<file path="config.mk">
export PLATFORM = sky130hd
export DESIGN_NAME = pgr_client_regs
export DESIGN_NICKNAME = d
export VERILOG_FILES = /design/src/rtl/pgr_pkg.sv /design/src/rtl/pgr_apb_decode.sv /design/src/rtl/pgr_hiword_reg.sv /design/src/rtl/pgr_intx_gate.sv /design/src/rtl/pgr_client_regs.sv
export SDC_FILE = /design/constraint.sdc
export NUM_CORES = 1
export LEC_CHECK = 0
export ABC_AREA = 1
export CAP_MARGIN = 10
export CORE_MARGIN = 2
export CORE_UTILIZATION = 40
export CTS_CLUSTER_DIAMETER = 50
export DETAILED_ROUTE_END_ITERATION = 7
export PLACE_DENSITY = 0.82
export RECOVER_POWER = 25
export SLEW_MARGIN = 25
export SYNTH_ARGS = -nofsm -noshare
export SYNTH_HDL_FRONTEND = slang
export SYNTH_SLANG_ARGS = --single-unit
</file>
<file path="constraint.sdc">
create_clock -name clk -period 3.3 [get_ports clk]
set_input_delay 0.825 -clock clk [delete_from_list [all_inputs] [get_ports clk]]
set_output_delay 0.825 -clock clk [all_outputs]
set_load 0.005 [all_outputs]
</file>
<file path="src/rtl/pgr_pkg.sv">
package pgr_pkg;

    localparam int unsigned OFF_GEN   = 32'h000;
    localparam int unsigned OFF_ISTAT = 32'h008;
    localparam int unsigned OFF_IMASK = 32'h01C;
    localparam int unsigned OFF_HOT   = 32'h180;
    localparam int unsigned OFF_LSTAT = 32'h300;

    localparam int unsigned HALF_W = 16;

    typedef enum logic [2:0] {
        SEL_NONE,
        SEL_GEN,
        SEL_ISTAT,
        SEL_IMASK,
        SEL_HOT,
        SEL_LSTAT
    } reg_sel_e;

    typedef struct packed {
        reg_sel_e sel;
        logic     wr_stb;
        logic     rd_stb;
    } apb_dec_t;

endpackage

</file>
<file path="src/rtl/pgr_apb_decode.sv">
module pgr_apb_decode
    import pgr_pkg::*;
#(
    parameter int unsigned ADDR_W = 12
) (
    input  logic              psel,
    input  logic              penable,
    input  logic              pwrite,
    input  logic [ADDR_W-1:0] paddr,
    output apb_dec_t          dec
);

    always_comb begin
        dec.sel    = SEL_NONE;
        dec.wr_stb = psel & penable & pwrite;
        dec.rd_stb = psel & penable & ~pwrite;
        case (paddr)
            ADDR_W'(OFF_GEN):   dec.sel = SEL_GEN;
            ADDR_W'(OFF_ISTAT): dec.sel = SEL_ISTAT;
            ADDR_W'(OFF_IMASK): dec.sel = SEL_IMASK;
            ADDR_W'(OFF_HOT):   dec.sel = SEL_HOT;
            ADDR_W'(OFF_LSTAT): dec.sel = SEL_LSTAT;
            default:            dec.sel = SEL_NONE;
        endcase
    end

endmodule

</file>
<file path="src/rtl/pgr_hiword_reg.sv">
module pgr_hiword_reg #(
    parameter int unsigned        WIDTH = 16,
    parameter logic [WIDTH-1:0]   RST   = '0
) (
    input  logic             clk,
    input  logic             rst_n,
    input  logic             wr_en,
    input  logic [WIDTH-1:0] wr_val,
    input  logic [WIDTH-1:0] wr_bit_en,
    output logic [WIDTH-1:0] q
);

    typedef struct packed {
        logic [WIDTH-1:0] val;
    } hw_state_t;

    hw_state_t st_d, st_q;
    logic [WIDTH-1:0] merged;

    for (genvar i = 0; i < WIDTH; i++) begin : g_bit
        assign merged[i] = wr_bit_en[i] ? wr_val[i] : st_q.val[i];
    end

    always_comb begin
        st_d = st_q;
        if (wr_en) begin
            st_d.val = merged;
        end
    end

    always_ff @(posedge clk or negedge rst_n) begin
        if (!rst_n) begin
            st_q.val <= RST;
        end else begin
            st_q <= st_d;
        end
    end

    assign q = st_q.val;

endmodule

</file>
<file path="src/rtl/pgr_intx_gate.sv">
module pgr_intx_gate #(
    parameter int unsigned N_INTX = 4
) (
    input  logic              clk,
    input  logic              rst_n,
    input  logic [N_INTX-1:0] req,
    input  logic [N_INTX-1:0] mask,
    output logic [N_INTX-1:0] status,
    output logic              irq
);

    typedef struct packed {
        logic [N_INTX-1:0] lvl;
    } gate_state_t;

    gate_state_t st_d, st_q;
    logic [N_INTX-1:0] pending;

    always_comb begin
        st_d     = st_q;
        st_d.lvl = req;
    end

    always_ff @(posedge clk or negedge rst_n) begin
        if (!rst_n) begin
            st_q.lvl <= '0;
        end else begin
            st_q <= st_d;
        end
    end

    for (genvar n = 0; n < N_INTX; n++) begin : g_line
        assign pending[n] = st_q.lvl[n] & ~mask[n];
    end

    assign status = st_q.lvl;
    assign irq    = |pending;

endmodule

</file>
<file path="src/rtl/pgr_client_regs.sv">
module pgr_client_regs
    import pgr_pkg::*;
#(
    parameter int unsigned ADDR_W  = 12,
    parameter int unsigned N_INTX  = 4,
    parameter int unsigned LTSSM_W = 6
) (
    input  logic               clk,
    input  logic               rst_n,
    input  logic               psel,
    input  logic               penable,
    input  logic               pwrite,
    input  logic [ADDR_W-1:0]  paddr,
    input  logic [31:0]        pwdata,
    output logic [31:0]        prdata,
    output logic               pready,
    output logic               pslverr,
    input  logic [N_INTX-1:0]  intx_req,
    input  logic [LTSSM_W-1:0] ltssm_state,
    input  logic               phy_link_up,
    input  logic               dl_link_up,
    output logic [15:0]        gen_ctrl_o,
    output logic [15:0]        hot_ctrl_o,
    output logic               rc_mode_o,
    output logic               ltssm_en_o,
    output logic               enh_mode_o,
    output logic               irq_o
);

    localparam int unsigned RC_BIT   = 6;
    localparam int unsigned LT_BIT_A = 2;
    localparam int unsigned LT_BIT_B = 3;
    localparam int unsigned ENH_BIT  = 4;

    apb_dec_t          dec;
    logic [N_INTX-1:0] mask_q;
    logic [N_INTX-1:0] status;

    pgr_apb_decode #(.ADDR_W(ADDR_W)) u_dec (
        .psel    (psel),
        .penable (penable),
        .pwrite  (pwrite),
        .paddr   (paddr),
        .dec     (dec)
    );

    pgr_hiword_reg #(.WIDTH(HALF_W), .RST('0)) u_gen (
        .clk       (clk),
        .rst_n     (rst_n),
        .wr_en     (dec.wr_stb && dec.sel == SEL_GEN),
        .wr_val    (pwdata[HALF_W-1:0]),
        .wr_bit_en (pwdata[2*HALF_W-1:HALF_W]),
        .q         (gen_ctrl_o)
    );

    pgr_hiword_reg #(.WIDTH(HALF_W), .RST('0)) u_hot (
        .clk       (clk),
        .rst_n     (rst_n),
        .wr_en     (dec.wr_stb && dec.sel == SEL_HOT),
        .wr_val    (pwdata[HALF_W-1:0]),
        .wr_bit_en (pwdata[2*HALF_W-1:HALF_W]),
        .q         (hot_ctrl_o)
    );

    pgr_hiword_reg #(.WIDTH(N_INTX), .RST('1)) u_mask (
        .clk       (clk),
        .rst_n     (rst_n),
        .wr_en     (dec.wr_stb && dec.sel == SEL_IMASK),
        .wr_val    (pwdata[N_INTX-1:0]),
        .wr_bit_en (pwdata[HALF_W +: N_INTX]),
        .q         (mask_q)
    );

    pgr_intx_gate #(.N_INTX(N_INTX)) u_intx (
        .clk    (clk),
        .rst_n  (rst_n),
        .req    (intx_req),
        .mask   (mask_q),
        .status (status),
        .irq    (irq_o)
    );

    always_comb begin
        prdata = '0;
        unique case (dec.sel)
            SEL_GEN:   prdata[HALF_W-1:0] = gen_ctrl_o;
            SEL_HOT:   prdata[HALF_W-1:0] = hot_ctrl_o;
            SEL_IMASK: prdata[N_INTX-1:0] = mask_q;
            SEL_ISTAT: prdata[N_INTX-1:0] = status;
            SEL_LSTAT: begin
                prdata[LTSSM_W-1:0] = ltssm_state;
                prdata[16]          = phy_link_up;
                prdata[17]          = dl_link_up;
            end
            default:   prdata = '0;
        endcase
    end

    assign pready     = 1'b1;
    assign pslverr    = 1'b0;
    assign rc_mode_o  = gen_ctrl_o[RC_BIT];
    assign ltssm_en_o = gen_ctrl_o[LT_BIT_A] & gen_ctrl_o[LT_BIT_B];
    assign enh_mode_o = hot_ctrl_o[ENH_BIT];

endmodule

</file>
==> flow_summary.json <==
{
  "cts_hold_buf": 0,
  "p_sw_w": 0.000246,
  "crit_start": "paddr[10]",
  "cp.arrival_ns": 2.43,
  "ant_nets": 0,
  "grt_use_total_pct": 21.2,
  "clockBufferDepth": 2,
  "synth_area_leader_cell": "dfrtp_1",
  "htree_levels": 2,
  "core-area_um2": 5920,
  "grt_pass1_wl_um": 11000,
  "wl_per_cell_um": 13.5,
  "grt_overflow": 0,
  "worstPathRequired_ns": 2.47,
  "yosys_register_bits": 40,
  "die_area_um2": 6800,
  "worstSkewPairLatency_ns": 0.30,
  "die_y_um": 82.5,
  "setup_violations": 0,
  "fp.dieW_um": 82.5,
  "intPower_w": 0.000790,
  "r2r-end": "u_mask.q[1]$_DFFE_PN1P_",
  "num-nets-final": 524,
  "hold_viol": 0,
  "synth_cell_type_count": 29,
  "cp_max_fo": 7,
  "fin_crit_ns": 3.26,
  "yosysWarnings": 0,
  "holdCritPathClass": "reg -> reg",
  "vias": 2555,
  "power_w": 0.00104,
  "netlist.area_leader.share_pct": 36.6,
  "boundaryPins": 131,
  "status": "finished, violations left",
  "relSlewSlack_pct": -44.0,
  "n_antenna_cell": 0,
  "final_cells": 539,
  "violations": "max-capacitance violations, max-slew violations",
  "ir_drop_uv": 223,
  "rows": 28,
  "io_buffers": 114,
  "fmax_ghz": 0.307,
  "seq_area_frac_synth_pct": 40.8,
  "syn-cell-area_um2": 2460,
  "yosys.area_share.xor_xnor_pct": 0,
  "pwr-share-comb_pct": 12.3,
  "cap_viol_max_count": 1,
  "cts-root-buf": "clkbuf_8",
  "fin_crit_sh_pct": 98.7,
  "area_growth_pct": 60.7,
  "wirelength_um": 7270,
  "viasPerCell": 4.74,
  "cts_buffers": 5,
  "whs_path_depth": 2,
  "ys_dominant_reg_cell": "dfrtp_1",
  "synth_fa_ha_area_share_pct": 0,
  "drt-pass1-iter-count": 4,
  "cts.sinks": 40,
  "critPathLaunchType": "primary input",
  "fin_util_pct": 66.9,
  "routabilityCongestion": 0.936,
  "p_clk_share_pct": 39.9,
  "synth_area_leaders": "dfrtp_1 (37%), inv_1 (11%), nand2_1 (7.3%)",
  "maxSlewViolCount": 41,
  "grt_pass1_vias": 2369,
  "power.leakage_nw": 2.14,
  "yosys.area_share.simple_pct": 28.2,
  "yosys-mux-area-fraction_pct": 0,
  "synth_area_per_cell_um2": 7.44,
  "worstSetupPathType": "in -> out",
  "synth_top_family_by_area": "simple AND/OR/NAND/NOR gates",
  "drive_gt1_share_pct": 17.2,
  "worst_r2r_path_depth": 2,
  "end_kind": "primary output",
  "cts.clk_slew.worst_paths_ns": 0.09,
  "tns_ns": 0,
  "r2r_start": "u_mask.q[1]$_DFFE_PN1P_",
  "synth_compound_area_share_pct": 12.3,
  "power_density_nw_per_um2": 262,
  "grt_max_degree": 41,
  "syn_inst": 331,
  "sw_frac_of_total_pct": 23.8,
  "seq_power_share_pct": 47.8,
  "dpl.hpwl_um": 5260,
  "worstMarginPinSlew_ns": 2.16,
  "yosysMostFrequentCell": "inv_1",
  "cts_tree": "done",
  "fin_skew_ns": 0,
  "r2r_slack_ns": 2.47,
  "drc": 0,
  "synth_edf_count": 0,
  "dp_cells": 523,
  "nFillCells": 517,
  "initialDrtViolationCount": 127,
  "antenna_found_initial": 0,
  "endpoint": "prdata[10]",
  "initial_utilization_pct": 41.6,
  "synth_commonest_cells": "inv_1 (71), nand2_1 (48), nor2_1 (38)",
  "fin_hold_ws_ns": 0.475,
  "synthArstFlopShare_pct": 100
}
## kinds of logic after synthesis
group | Yosys count
simple gates | 138
buf+inv | 97
compound gates | 54
flops | 40
other cells | 2
## layout make-up
type	instances	area (um^2)	share of cell area (%)
clock inverter	3	46.3	1.17
inverter	74	283	7.14
tap	75	93.8	2.37
sequential	40	1010	25.4
multi-input combinational	208	1120	28.3
clock buffer	5	68.8	1.74
timing repair buffer	134	1340	33.9
## worst max-delay path, stage by stage
cell	delay [ns]
clkdlybuf4s50_1	0.41
inv_2	0.07
nand2_2	0.08
nor2_4	0.19
nand2_4	0.09
buf_12	0.15
buf_4	0.13
buf_12	0.12
o22ai_1	0.10
dlygate4sd2_1	0.25
## state kept, by name, summed over array words and instances (netlist names)
register,count
u_gen.q,16
u_hot.q,16
u_intx.status,4
u_mask.q,4
## power by group through the flow
stage | registers, W | clock network [W] | logic (W)
after floorplan | 0.000504 | 0 | 0.0000413
after global placement | 0.000504 | 0 | 0.000124
after detailed placement | 0.000504 | 0 | 0.000127
after CTS | 0.000495 | 0.000424 | 0.000127
after global routing | 0.000495 | 0.000442 | 0.000142
final | 0.000495 | 0.000413 | 0.000128
## worst min-delay path by stage
stage	from	endpoint	slack, ns
global placement	u_mask.q[3]$_DFFE_PN1P_	u_mask.q[3]$_DFFE_PN1P_	0.46
floorplan	u_mask.q[0]$_DFFE_PN1P_	u_mask.q[0]$_DFFE_PN1P_	0.45
global route	u_mask.q[3]$_DFFE_PN1P_	u_mask.q[3]$_DFFE_PN1P_	0.50
detailed placement	u_mask.q[3]$_DFFE_PN1P_	u_mask.q[3]$_DFFE_PN1P_	0.46
CTS	u_mask.q[3]$_DFFE_PN1P_	u_mask.q[3]$_DFFE_PN1P_	0.48
finish	u_mask.q[3]$_DFFE_PN1P_	u_mask.q[3]$_DFFE_PN1P_	0.47
## cells in the final DEF, fill, tap and decap left out, types with 9 or more instances in the layout
cell type,netlist,routed
a21oi_1,17,17
buf_4,18,15
clkdlybuf4s50_1,0,81
conb_1,2,16
dfrtp_1,36,36
dlygate4sd2_1,0,14
dlymetal6s2s_1,0,11
inv_1,71,66
nand2_1,48,46
nand3_1,21,19
nand3_2,9,9
nor2_1,38,32
nor2_2,6,11
o21ai_0,17,17
o22ai_1,12,12
## timing repair
item / in CTS / in global routing
pin swaps: 4 / 9
setup endpoints to repair: 18 / 8
setup buffers: 1 / 7
gates resized for setup: 25 / 30
## per-stage QoR
step | instance area, um^2 | setup slack, ns
5_1_grt | 3960 | -0.0278
4_1_cts | 3840 | -0.156
3_3_place_gp | 3720 | -0.242
6_report | 3960 | 0.0429
3_5_place_dp | 3720 | -0.290
2_1_floorplan | 2520 | 0.795
## routing by layer
metal  global-route usage (%)  vias to the layer above  part of all wire, %
met5                        0                        -                    0
li1                         -                     1262                    -
met3                     5.22                        9                  7.4
met2                     37.0                      108                   50
met1                     26.1                     1176                   41
met4                     5.67                        0                  1.1
(Power assumes the default switching activity.)
